===== src/rtl/sndreg_pkg.sv =====
package sndreg_pkg;
  localparam int NVOICE   = 3;
  localparam int VREGS    = 7;
  localparam int NREG     = NVOICE * VREGS + 4;
  localparam int AW       = 5;
  localparam int DW       = 8;

  localparam logic [AW-1:0] A_CUT_LO  = 5'h15;
  localparam logic [AW-1:0] A_CUT_HI  = 5'h16;
  localparam logic [AW-1:0] A_RESROUT = 5'h17;
  localparam logic [AW-1:0] A_MODEVOL = 5'h18;
  localparam logic [AW-1:0] A_POT_A   = 5'h19;
  localparam logic [AW-1:0] A_POT_B   = 5'h1a;
  localparam logic [AW-1:0] A_OSC3    = 5'h1b;
  localparam logic [AW-1:0] A_ENV3    = 5'h1c;

  typedef struct packed {
    logic          vld;
    logic [AW-1:0] addr;
    logic [DW-1:0] data;
  } wr_req_t;
endpackage


===== src/rtl/sndreg_bushold.sv =====
module sndreg_bushold
  import sndreg_pkg::*;
#(
  parameter int               LIFE_W   = 20,
  parameter logic [LIFE_W-1:0] LIFE_OLD = 20'h01d00,
  parameter logic [LIFE_W-1:0] LIFE_NEW = 20'ha2000
) (
  input  logic              clk,
  input  logic              rst_n,
  input  logic              model_new,
  input  logic              wr_en,
  input  logic [DW-1:0]     wdata,
  output logic [DW-1:0]     held_q,
  output logic [LIFE_W-1:0] life_q
);
  logic [DW-1:0]     held_d;
  logic [LIFE_W-1:0] life_d;

  always_comb begin
    held_d = held_q;
    life_d = life_q;
    if (wr_en) begin
      held_d = wdata;
      life_d = model_new ? LIFE_NEW : LIFE_OLD;
    end else if (life_q != '0) begin
      life_d = life_q - 1'b1;
      if (life_q == LIFE_W'(1)) held_d = '0;
    end
  end

  always_ff @(posedge clk or negedge rst_n) begin
    if (!rst_n) begin
      held_q <= '0;
      life_q <= '0;
    end else begin
      held_q <= held_d;
      life_q <= life_d;
    end
  end
endmodule


===== src/rtl/sndreg_wpipe.sv =====
module sndreg_wpipe
  import sndreg_pkg::*;
(
  input  logic          clk,
  input  logic          rst_n,
  input  logic          model_new,
  input  logic          wr_en,
  input  logic [AW-1:0] addr,
  input  logic [DW-1:0] wdata,
  output wr_req_t       direct_req,
  output wr_req_t       delayed_req
);
  logic          pend_vld_d;
  logic          pend_ce;
  logic [AW-1:0] pend_addr_q;
  logic [DW-1:0] pend_data_q;
  logic          pend_vld_q;

  assign pend_ce    = wr_en & model_new;
  assign pend_vld_d = pend_ce;

  always_ff @(posedge clk or negedge rst_n) begin
    if (!rst_n) begin
      pend_vld_q  <= 1'b0;
      pend_addr_q <= '0;
      pend_data_q <= '0;
    end else begin
      pend_vld_q <= pend_vld_d;
      if (pend_ce) begin
        pend_addr_q <= addr;
        pend_data_q <= wdata;
      end
    end
  end

  assign direct_req  = '{vld: wr_en & ~model_new, addr: addr, data: wdata};
  assign delayed_req = '{vld: pend_vld_q, addr: pend_addr_q, data: pend_data_q};
endmodule


===== src/rtl/sndreg_regfile.sv =====
module sndreg_regfile
  import sndreg_pkg::*;
(
  input  logic             clk,
  input  logic             rst_n,
  input  wr_req_t          req_lo,
  input  wr_req_t          req_hi,
  output logic [NREG*DW-1:0] regs_flat
);
  logic [DW-1:0] regs_q [NREG];
  logic [DW-1:0] regs_d [NREG];

  always_comb begin
    for (int i = 0; i < NREG; i++) begin
      regs_d[i] = regs_q[i];
      if (req_lo.vld && req_lo.addr == AW'(i)) regs_d[i] = req_lo.data;
      if (req_hi.vld && req_hi.addr == AW'(i)) regs_d[i] = req_hi.data;
    end
  end

  always_ff @(posedge clk or negedge rst_n) begin
    if (!rst_n) begin
      for (int i = 0; i < NREG; i++) regs_q[i] <= '0;
    end else begin
      for (int i = 0; i < NREG; i++) regs_q[i] <= regs_d[i];
    end
  end

  for (genvar g = 0; g < NREG; g++) begin : g_flat
    assign regs_flat[g*DW +: DW] = regs_q[g];
  end
endmodule


===== src/rtl/sndreg_front.sv =====
module sndreg_front
  import sndreg_pkg::*;
#(
  parameter int               LIFE_W   = 20,
  parameter logic [LIFE_W-1:0] LIFE_OLD = 20'h01d00,
  parameter logic [LIFE_W-1:0] LIFE_NEW = 20'ha2000
) (
  input  logic                 clk,
  input  logic                 rst_n,
  input  logic                 model_new,
  input  logic [AW-1:0]        addr,
  input  logic [DW-1:0]        wdata,
  input  logic                 wr_en,
  input  logic                 rd_en,
  input  logic [DW-1:0]        pot_a,
  input  logic [DW-1:0]        pot_b,
  input  logic [DW-1:0]        osc3_in,
  input  logic [DW-1:0]        env3_in,
  output logic [DW-1:0]        rdata,
  output logic [NVOICE*16-1:0] voice_freq,
  output logic [NVOICE*16-1:0] voice_pw,
  output logic [NVOICE*4-1:0]  wave_sel,
  output logic [NVOICE-1:0]    test_bit,
  output logic [NVOICE-1:0]    ring_mod,
  output logic [NVOICE-1:0]    sync_en,
  output logic [NVOICE-1:0]    gate,
  output logic [NVOICE*DW-1:0] voice_ad,
  output logic [NVOICE*DW-1:0] voice_sr,
  output logic [DW-1:0]        flt_cut_lo,
  output logic [DW-1:0]        flt_cut_hi,
  output logic [DW-1:0]        flt_res_route,
  output logic [DW-1:0]        flt_mode_vol
);
  localparam int FBASE = NVOICE * VREGS;

  wr_req_t             direct_req;
  wr_req_t             delayed_req;
  logic [NREG*DW-1:0]  regs_flat;
  logic [DW-1:0]       held_q;
  logic [LIFE_W-1:0]   life_q;
  logic [DW-1:0]       rdata_d;

  sndreg_wpipe u_wpipe (
    .clk(clk), .rst_n(rst_n), .model_new(model_new), .wr_en(wr_en),
    .addr(addr), .wdata(wdata), .direct_req(direct_req), .delayed_req(delayed_req)
  );

  sndreg_regfile u_rf (
    .clk(clk), .rst_n(rst_n), .req_lo(delayed_req), .req_hi(direct_req),
    .regs_flat(regs_flat)
  );

  sndreg_bushold #(.LIFE_W(LIFE_W), .LIFE_OLD(LIFE_OLD), .LIFE_NEW(LIFE_NEW)) u_hold (
    .clk(clk), .rst_n(rst_n), .model_new(model_new), .wr_en(wr_en),
    .wdata(wdata), .held_q(held_q), .life_q(life_q)
  );

  for (genvar v = 0; v < NVOICE; v++) begin : g_voice
    localparam int B = v * VREGS;
    logic [DW-1:0] ctrl;
    assign ctrl = regs_flat[(B+4)*DW +: DW];
    assign voice_freq[v*16 +: 16] = {regs_flat[(B+1)*DW +: DW], regs_flat[B*DW +: DW]};
    assign voice_pw[v*16 +: 16]   = {regs_flat[(B+3)*DW +: DW], regs_flat[(B+2)*DW +: DW]};
    assign wave_sel[v*4 +: 4]     = ctrl[7:4];
    assign test_bit[v]            = ctrl[3];
    assign ring_mod[v]            = ctrl[2];
    assign sync_en[v]             = ctrl[1];
    assign gate[v]                = ctrl[0];
    assign voice_ad[v*DW +: DW]   = regs_flat[(B+5)*DW +: DW];
    assign voice_sr[v*DW +: DW]   = regs_flat[(B+6)*DW +: DW];
  end

  assign flt_cut_lo    = regs_flat[(FBASE+0)*DW +: DW];
  assign flt_cut_hi    = regs_flat[(FBASE+1)*DW +: DW];
  assign flt_res_route = regs_flat[(FBASE+2)*DW +: DW];
  assign flt_mode_vol  = regs_flat[(FBASE+3)*DW +: DW];

  always_comb begin
    unique case (addr)
      A_POT_A: rdata_d = pot_a;
      A_POT_B: rdata_d = pot_b;
      A_OSC3:  rdata_d = osc3_in;
      A_ENV3:  rdata_d = env3_in;
      default: rdata_d = held_q;
    endcase
  end

  always_ff @(posedge clk or negedge rst_n) begin
    if (!rst_n)     rdata <= '0;
    else if (rd_en) rdata <= rdata_d;
  end
endmodule


===== config.mk =====
export PLATFORM = sky130hd
export DESIGN_NAME = sndreg_front
export DESIGN_NICKNAME = d
export VERILOG_FILES = /design/src/rtl/sndreg_pkg.sv /design/src/rtl/sndreg_bushold.sv /design/src/rtl/sndreg_wpipe.sv /design/src/rtl/sndreg_regfile.sv /design/src/rtl/sndreg_front.sv
export SDC_FILE = /design/constraint.sdc
export NUM_CORES = 1
export LEC_CHECK = 0
export CAP_MARGIN = 20
export CELL_PAD_IN_SITES_DETAIL_PLACEMENT = 1
export CELL_PAD_IN_SITES_GLOBAL_PLACEMENT = 2
export CORE_AREA = 2 2 210 212
export DETAILED_ROUTE_END_ITERATION = 7
export DIE_AREA = 0 0 212 214
export PLACE_DENSITY = 0.83
export RECOVER_POWER = 25
export SYNTH_ARGS = -nofsm -noshare
export SYNTH_HDL_FRONTEND = slang
export SYNTH_SLANG_ARGS = --single-unit

===== constraint.sdc =====
create_clock -name clk -period 1.8 [get_ports clk]
set_input_delay 0.36 -clock clk [delete_from_list [all_inputs] [get_ports clk]]
set_output_delay 0.36 -clock clk [all_outputs]
set_load 0.02 [all_outputs]

# Word level (Yosys, flattened, before mapping)
# Cells that the tools add are included.
[classes]
add_sub_neg = 1
n_eq_ne = 53
muxes = 57
bitwise = 3
n_reduce_logical = 81
[ops]
columns = ["operator", "n"]
rows = [
  ["8-bit 2-to-1 mux", 53],
  ["5-bit == test (second input constant)", 22],
  ["5-bit by 4-bit == test with 1-bit output (second input constant)", 16],
  ["20-bit 2-to-1 mux", 3],
  ["2-bit nonzero test", 27],
  ["1-bit logical AND", 50],
  ["5-bit by 3-bit == test with 1-bit output (second input constant)", 8],
  ["8-bit case mux with 4 select lines", 1],
  ["20-bit by 1-bit == test with 1-bit output (second input constant)", 1],
  ["5-bit by 2-bit == test with 1-bit output (second input constant)", 4],
  ["20-bit nonzero test", 1],
  ["20-bit by 1-bit subtractor with 20-bit output (second input constant)", 1],
  ["5-bit by 1-bit == test with 1-bit output (second input constant)", 2],
  ["5-bit zero test", 2],
  ["1-bit bitwise AND", 2],
  ["2-bit AND reduction", 1],
  ["1-bit inverter", 1],
]
[word_totals]
regBits = 250
inputBits = 50
output_inout_bits = 208
elab_cells = 226

# Logic depth before layout (Yosys ltp)
# Gate-level depths: netlist of the first run.
[logic_depth]
ltp_word = 4
depth_mapped = 8
mapped_depth_nobuf = 6

# Hierarchy
# A second synthesis of the first run with hierarchy kept.
[unflattened]
hier_cells = 1560
area_unflattened_um2 = 13424.1
[modules_own_cells]
columns = ["module", "n_inst", "cells_each", "area_each_um2", "seq_area_each_um2"]
rows = [
  ["sndreg_regfile", 1, 1283, 10490.1, 5004.8],
  ["sndreg_bushold", 1, 151, 1507.7, 700.7],
  ["sndreg_front", 1, 81, 762.0, 200.2],
  ["sndreg_wpipe", 1, 45, 664.4, 350.3],
]

# Least setup slack after synthesis of the first run
# OpenSTA, ideal clock, no wires.
[synth_path]
kind = "reg-to-reg"
start = "register u_hold.life_q[9]"
end = "register u_hold.life_q[4]"
setup_time_ps = 125
arrival_time_ps = 1850
required_ps = 1675
setup_slack_ps = -175
stages_incl_launch_ff = 5
path_buffers = 0
synth_period_minus_slack_ps = 1975
cell_sequence = "dfrtp_1 > or4_4 > or3_4 > o21ai_0 > mux2_2"
[synth_via]
elab_chain_cells = 2
[synth_lines]
columns = ["item", "line_no", "rtl"]
rows = [
  ["start, declared", "sndreg_bushold.sv:14", "output logic [LIFE_W-1:0] life_q"],
  ["start signal, assigned", "sndreg_bushold.sv:37", "life_q <= life_d;"],
  ["20-bit nonzero test", "sndreg_bushold.sv:25", "end else if (life_q != '0) begin"],
  ["2-bit nonzero test (no source line)", "--", ""],
]
# No other way between the ends.
# A chain may end at the register's enable or synchronous reset.

# Worst setup path in the final report of the first run
[layout_path]
start = "register u_hold.life_q[8]"
end = "register u_hold.life_q[4]"
# The elaborated chain is that of the path after synthesis.

==> metrics.md, run 1 <==
| Metric | Value |
|---|---|
| Status | `finished, violations left` |
| Failing checks | `setup timing` |
| CTS Buffer Depth | `3` |
| Most numerous cell in the Yosys netlist | `dfrtp_1` |
| Synthesized flop and latch total | `250` |
| CTS tree | `done` |
| # fillers | `4,770` |
| Share of cells above drive strength 1 | `22.9%` |
| Hold path depth | `3` |
| Hold Vio Cnt, Final | `0` |
| CP endpoint kind | `flop` |
| Initial antenna violation count | `3` |
| Mapped Cells | `1,210` |
| P_leak | `8.20 nW` |
| GRT overflow | `0` |
| PwrDens | `1360 mW/mm2` |
| First-pass GRT wire length | `74,400 um` |
| Critical path arrival | `2.42 ns` |
| Synth area leaders | `dfrtp_1 50%, mux2i_1 14%, mux2_2 6.4%, a21oi_1 4.6%, nor2_1 4.0%` |
| Slew Limit Fails | `0` |
| Vias in the first global route | `11,834` |
| Register area | `0.00626 mm2` |
| Die Area | `0.0454 mm2` |
| Via count | `10,889` |
| Clock Skew | `0.00772 ns` |
| Synth area leader | `dfrtp_1` |
| Routability Congestion | `0.828` |
| Largest net degree at the start of global routing | `55` |
| Min-delay src | `wdata[1]` |
| Post-route insts no fill | `2,189` |
| Worst rel slew slack | `41.4%` |
| CP max FO | `4` |
| Ys Warns | `0` |
| Peak Freq | `0.507 GHz` |
| Crit share post-route | `109%` |
| CP required | `2.25 ns` |
| Worst Hold Class | `input port to flop` |
| Top cell type's share of synthesized area | `50.4%` |
| Worst skew pair latency | `0.56 ns` |
| Fin worst setup slack | `-0.170 ns` |
| Sequential power share | `36.4%` |
| List of most frequent post-synthesis cells | `250 x dfrtp_1, 179 x mux2i_1, 131 x nor2_1, 113 x a21oi_1, 96 x nand2_1` |
| GRT Resource Usage Total | `21.6%` |
| Post-Route WL | `49,400 um` |
| Number of routed nets with antenna violations | `0` |
| Area growth from synthesis to layout | `46.1%` |
| Ports | `258` |
| Clock-pin transition on the worst setup and hold timing paths | `0.06 ns` |
| CTS H-tree depth | `1` |
| Synth Net Count | `1,263` |
| Wire per inst | `22.6 um` |
| DR vias/cell | `4.97` |
| Hpwl dp | `35,300 um` |
| Die H | `214 um` |
| Ys async rst share | `100%` |
| RSZ-0062 raised after global routing | `yes` |
| Synthesized cell area | `0.0124 mm2` |
| Final setup violation count | `26` |
| Clock Power Share | `27.7%` |
| Multi-input gate area | `0.00597 mm2` |
| Logic pwr share | `35.9%` |
| Post-synth EDFFs | `0` |
| Synth unique cells | `56` |
| Core region area | `0.0429 mm2` |
| Row cnt | `76` |
| Seq/Total Area, Yosys | `50.4%` |
| Peak VDD IR | `612 uV` |
| Worst r2r path cells | `4` |
| Crit path time final | `1.97 ns` |
| Placed insts | `2,116` |
| DRC | `0` |
| Initial Utilization | `28.9%` |
| Buffers on Ports | `257` |
| Int Pwr | `15.5 mW` |
| Synthesized area per cell | `10.3 um2` |
| Switch share | `37.0%` |
| Predominant post-synthesis flop cell | `dfrtp_1` |
| Fin nets | `1,631` |
| Fin util | `42.3%` |
| Setup TNS Final | `-2.15 ns` |
| Max Cap Viol | `0` |
| R2R Setup Slk | `-0.17 ns` |
| Hold worst-path end | `u_rf.regs_flat[97]` |
| CTS Sinks | `250` |
| Pre-antenna DRT Iters | `5` |
| CTS buffer count | `29` |
| Drt initial violations | `605` |
| Worst Path Class, Setup | `flop to flop` |
| R2r endpoint | `u_hold.life_q[4]` |
| Worst flop-to-flop path startpoint | `u_hold.life_q[8]` |
| CTS root buf | `clkbuf_16` |
| Worst slew pin tran | `0.879 ns` |
| Die width | `212 um` |
| Switching component of the power | `9.10 mW` |
| Setup crit start kind | `flop` |
-- layout by cell type (no fill, tap or decap), drive strengths merged, types with 4 or more instances in the layout --
cell and count:
a21oi 113, clkbuf 51, clkinv 4, a31oi 12
a22o 16, inv 6, bufinv 7, buf 188
o31ai 4, dlygate4sd2 208, a22oi 8, or3 7
nor3 10, nor3b 4, mux2i 179, o21ai 81
nand3 21, or4 4, clkdlybuf4s50 40, nand4 10
dfrtp 250, and3 8, mux2 71, nor2 135
and3b 6, nand2 96, nor2b 23, nor4 4
-- state kept, by name (all words and copies together), names as in the netlist --
signal and count:
u_hold.life_q 20, u_wpipe.pend_data_q 8, u_wpipe.pend_vld_q 1, u_hold.held_q 8, rdata 8, u_wpipe.pend_addr_q 5
u_rf.regs_flat 200
-- layer usage --
metal | vias up | part of all wire, % | GRT usage, %
met2 | 274 | 50 | 37.7
met3 | 57 | 5.4 | 4.28
li1 | 4992 | - | -
met5 | - | 0 | 0
met1 | 5566 | 43 | 27.0
met4 | 0 | 2.0 | 5.68
-- cell families (layout without fill, tap and decap cells) --
logic type / after synthesis / count (layout) / synth area share, %
AO/OA/AOI/OAI: 244 / 244 / 11.0
flip-flops: 250 / 250 / 50.4
AND/OR/NAND/NOR: 346 / 346 / 13.6
multiplexers: 250 / 250 / 20.9
XOR/XNOR: 3 / 3 / 0.212
buffers and inverters: 114 / 505 / 3.58
other: 0 / 3 / 0
adder cells (fa/ha/maj): 3 / 3 / 0.303
-- power groups by stage --
stage	clock (mW)	sequential, mW	combinational [mW]
2_1_floorplan	0	10.7	2.52
3_3_place_gp	0	9.08	9.64
3_5_place_dp	0	9.11	9.92
4_1_cts	6.93	8.97	8.89
5_1_grt	7.17	9.16	9.47
6_report	6.80	8.95	8.83
-- critical path: stages (launching register included) --
cell	delay (ns)
dfrtp_1	0.42
or4_4	0.58
or3_4	0.40
o21ai_2	0.15
mux2_4	0.31
-- timing repair --
item,in CTS,in global routing
hold endpoints to repair,41,0
buffers inserted,11,4
hold buffers,1,0
setup endpoints to repair,244,67
gates resized for setup,243,19
pin swaps,11,6
-- metrics by stage --
step / area [um2] / setup WS [ns] / hold WS (ns) / total power [mW]
2_1_floorplan: 12400 / -0.0793 / 0.0644 / 13.2
3_3_place_gp: 17000 / -0.477 / 0.348 / 18.7
3_5_place_dp: 17000 / -0.538 / 0.350 / 19.0
4_1_cts: 18100 / -0.157 / 0.189 / 24.8
5_1_grt: 18100 / -0.188 / 0.212 / 25.8
6_report: 18100 / -0.170 / 0.226 / 24.6
-- how the worst max path moves through the flow --
stage / slack (ns) / end / start / cells past startpoint
4_1_cts: -0.16 / u_hold.life_q[4] / u_hold.life_q[9] / 4
5_1_grt: -0.19 / u_hold.life_q[4] / u_hold.life_q[8] / 4
3_3_place_gp: -0.48 / u_rf.regs_flat[152] / model_new / 6
2_1_floorplan: -0.08 / u_hold.life_q[4] / u_hold.life_q[8] / 4
6_report: -0.17 / u_hold.life_q[4] / u_hold.life_q[8] / 4
3_5_place_dp: -0.54 / u_rf.regs_flat[198] / addr[2] / 6
-- layout make-up --
| cell class | count | area share [%] |
|---|---|---|
| Inverter | 5 | 0.104 |
| Tap cell | 585 | 4.04 |
| Sequential cell | 250 | 34.5 |
| Clock buffer | 42 | 4.77 |
| Multi-Input combinational cell | 846 | 32.9 |
| Timing Repair Buffer | 446 | 22.3 |
| Clock inverter | 12 | 1.32 |
| Antenna cell | 3 | 0.0414 |
(Power assumes the default switching activity.)
==> run 2: changes to the inputs <==
Settings changed: CORE_AREA 2 2 210 212 to 4 4 212 214, DIE_AREA 0 0 212 214 to 0 0 216 218, SKIP_CTS_REPAIR_TIMING set to 1.
==> run 2 against run 1 <==
  * The run still ends with setup timing left
  * Sequential power is 0.6% higher
  * Worst hold slack lost 0.0059 ns
  * Fmax down 0.90%
  * Clock skew grew 0.015 ns
  * Highest routed layer is now met5
  * Die area is 3.8% higher
  * Critical path type unchanged
  * Total power increased by 0.35%
  * First-iteration DRC count grew 3.1%
  * Clock power down 11%
  * Non-clock buffer count decreased by 2
==> metrics.md, run 2 (synthesized netlist as in run 1, its figures left out) <==
| Metric | Value |
|---|---|
| CTS root buf | `clkbuf_16` |
| Fin util | `43.6% (+1.4 points)` |
| First-pass GRT wire length | `73,600 um (-1.1%)` |
| CTS Sinks | `250 (unchanged)` |
| Worst slew pin tran | `0.891 ns (+0.0122 ns)` |
| Failing checks | `setup timing` |
| GRT Resource Usage Total | `20.1% (-1.5 points)` |
| Die width | `216 um (+1.9%)` |
| Peak VDD IR | `607 uV (-0.76%)` |
| # fillers | `4,633 (-2.9%)` |
| Minimum hold slack | `0.220 ns (-0.00587 ns)` |
| Ports | `258 (unchanged)` |
| GRT overflow | `0 (unchanged)` |
| Buffers on Ports | `257 (unchanged)` |
| Worst skew pair latency | `0.57 ns (about the same)` |
| Peak Freq | `0.503 GHz (-0.90%)` |
| CP required | `2.24 ns (about the same)` |
| Hpwl dp | `35,600 um (+0.73%)` |
| Largest net degree at the start of global routing | `59 (+7.3%)` |
| Routability Congestion | `0.845 (+2.0%)` |
| Initial Utilization | `28.9% (unchanged)` |
| Drt initial violations | `624 (+3.1%)` |
| CP max FO | `4 (unchanged)` |
| Share of cells above drive strength 1 | `23.5% (+0.53 points)` |
| CP endpoint kind | `flop` |
| Clock Skew | `0.0222 ns (+0.0145 ns)` |
| Commonest non-fill, non-tap cells in the layout | `246 x dfrtp_1, 208 x dlymetal6s2s_1, 179 x mux2i_1, 152 x buf_4, 131 x nor2_1` |
| Most common cell after layout, fill and taps aside | `dfrtp_1` |
| Row cnt | `76 (unchanged)` |
| Die H | `218 um (+1.9%)` |
| Antenna diodes | `0 (-3)` |
| PwrDens | `1320 mW/mm2 (-2.8%)` |
| Pre-antenna DRT Iters | `5 (unchanged)` |
| Via count | `10,929 (+0.37%)` |
| CTS buffer count | `29 (unchanged)` |
| Hold Vio Cnt, Final | `0 (unchanged)` |
| Worst Hold Class | `input port to flop` |
| Wire length on met1 | `21,200 um (+0.70%)` |
| Worst rel slew slack | `40.6% (-0.81 points)` |
| Crit path time final | `1.99 ns (+0.0179 ns)` |
| Post-Route WL | `49,800 um (+0.76%)` |
| Number of flip-flops in the largest register | `200 (unchanged)` |
| Fin worst setup slack | `-0.188 ns (-0.0179 ns)` |
| DRC | `0 (unchanged)` |
| Area growth from synthesis to layout | `50.9%` |
| Fin nets | `1,629 (-0.12%)` |
| Number of routed nets with antenna violations | `0 (unchanged)` |
| DR top layer | `met5` |
| Vias in the first global route | `11,604 (-1.9%)` |
| Die Area | `0.0471 mm2 (+3.8%)` |
| Met3 WL | `2870 um (+7.7%)` |
| Crit share post-route | `110% (+0.99 points)` |
| Initial antenna violation count | `2 (-1)` |
| Max Cap Viol | `0 (unchanged)` |
| Final setup violation count | `26 (unchanged)` |
| DR vias/cell | `5.00 (+0.60%)` |
| RSZ-0062 raised after global routing | `yes` |
| Status | `finished, violations left` |
| Routed length on met2 | `24,800 um (+0.22%)` |
| Setup crit start kind | `flop` |
| Worst Path Class, Setup | `flop to flop` |
| CTS H-tree depth | `1 (unchanged)` |
| Slew Limit Fails | `0 (unchanged)` |
| Setup TNS Final | `-2.24 ns (-0.0904 ns)` |
| P_leak | `9.40 nW (+15%)` |
| CTS tree | `done` |
| CTS Buffer Depth | `3 (unchanged)` |
| Core region area | `0.0429 mm2 (unchanged)` |
| Critical path arrival | `2.42 ns (about the same)` |
| Wire per inst | `22.8 um (+1.0%)` |
| Clock-pin transition on the worst setup and hold timing paths | `0.06 ns (about the same)` |
| Pwr Total | `24.7 mW (+0.35%)` |
## run 2: cell count changes in the layout (fill, tap and decap cells not counted), moves of 5 or more
cell / previous run / this run
buf_12: 28 / 21
buf_4: 145 / 152
bufinv_16: 7 / 2
clkinvlp_4: 0 / 5
dlygate4sd2_1: 208 / 0
dlymetal6s2s_1: 0 / 208
## run 2: cell type report
type	count	area, um2	share of cell area (%)
clock buffer	38	810	4.32
clock inverter	16	164	0.876
inverter	5	18.8	0.100
multi-input combinational	846	6010	32.1
sequential	250	6260	33.4
timing repair buffer	444	4720	25.2
tap	585	732	3.91
## run 2: metal layers
layer / global-route usage, % / vias to the layer above
met5: 0 / -
met4: 5.01 / 4
met1: 25.7 / 5546
li1: - / 4988
met2: 35.2 / 331
met3: 3.65 / 60
## run 2: report_power, final
group | internal [mW] | switching, mW | total [mW]
Sequential | 7.48 | 1.52 | 9.00
Clock | 3.48 | 2.54 | 6.02
Combinational | 4.53 | 5.11 | 9.64
Total | 15.5 | 9.18 | 24.7
## run 2: critical path, stage by stage, from the launching register on
cell and delay (ns):
dfrtp_2 0.42, or4_4 0.58, or3_4 0.40, o21ai_2 0.16
mux2_4 0.31
## run 2: worst paths after layout
kind	cells after the start	slack [ns]	to	startpoint
min reg2reg	2	0.50	u_rf.regs_flat[80]	u_rf.regs_flat[80]
min	3	0.22	u_rf.regs_flat[112]	wdata[0]
max reg2reg	4	-0.19	u_hold.life_q[4]	u_hold.life_q[8]
min in group asynchronous	2	0.45	u_rf.regs_flat[49]	rst_n
max	4	-0.19	u_hold.life_q[4]	u_hold.life_q[8]
max in group asynchronous	3	0.19	u_rf.regs_flat[98]	rst_n
## run 2: per-stage QoR
stage	area, um2	worst slack, ns	cells
2_1_floorplan	12400	-0.0793	1210
3_3_place_gp	16900	-0.402	2119
3_5_place_dp	16900	-0.451	2119
4_1_cts	17900	-0.261	2173
5_1_grt	18700	-0.217	2184
6_report	18700	-0.188	2184
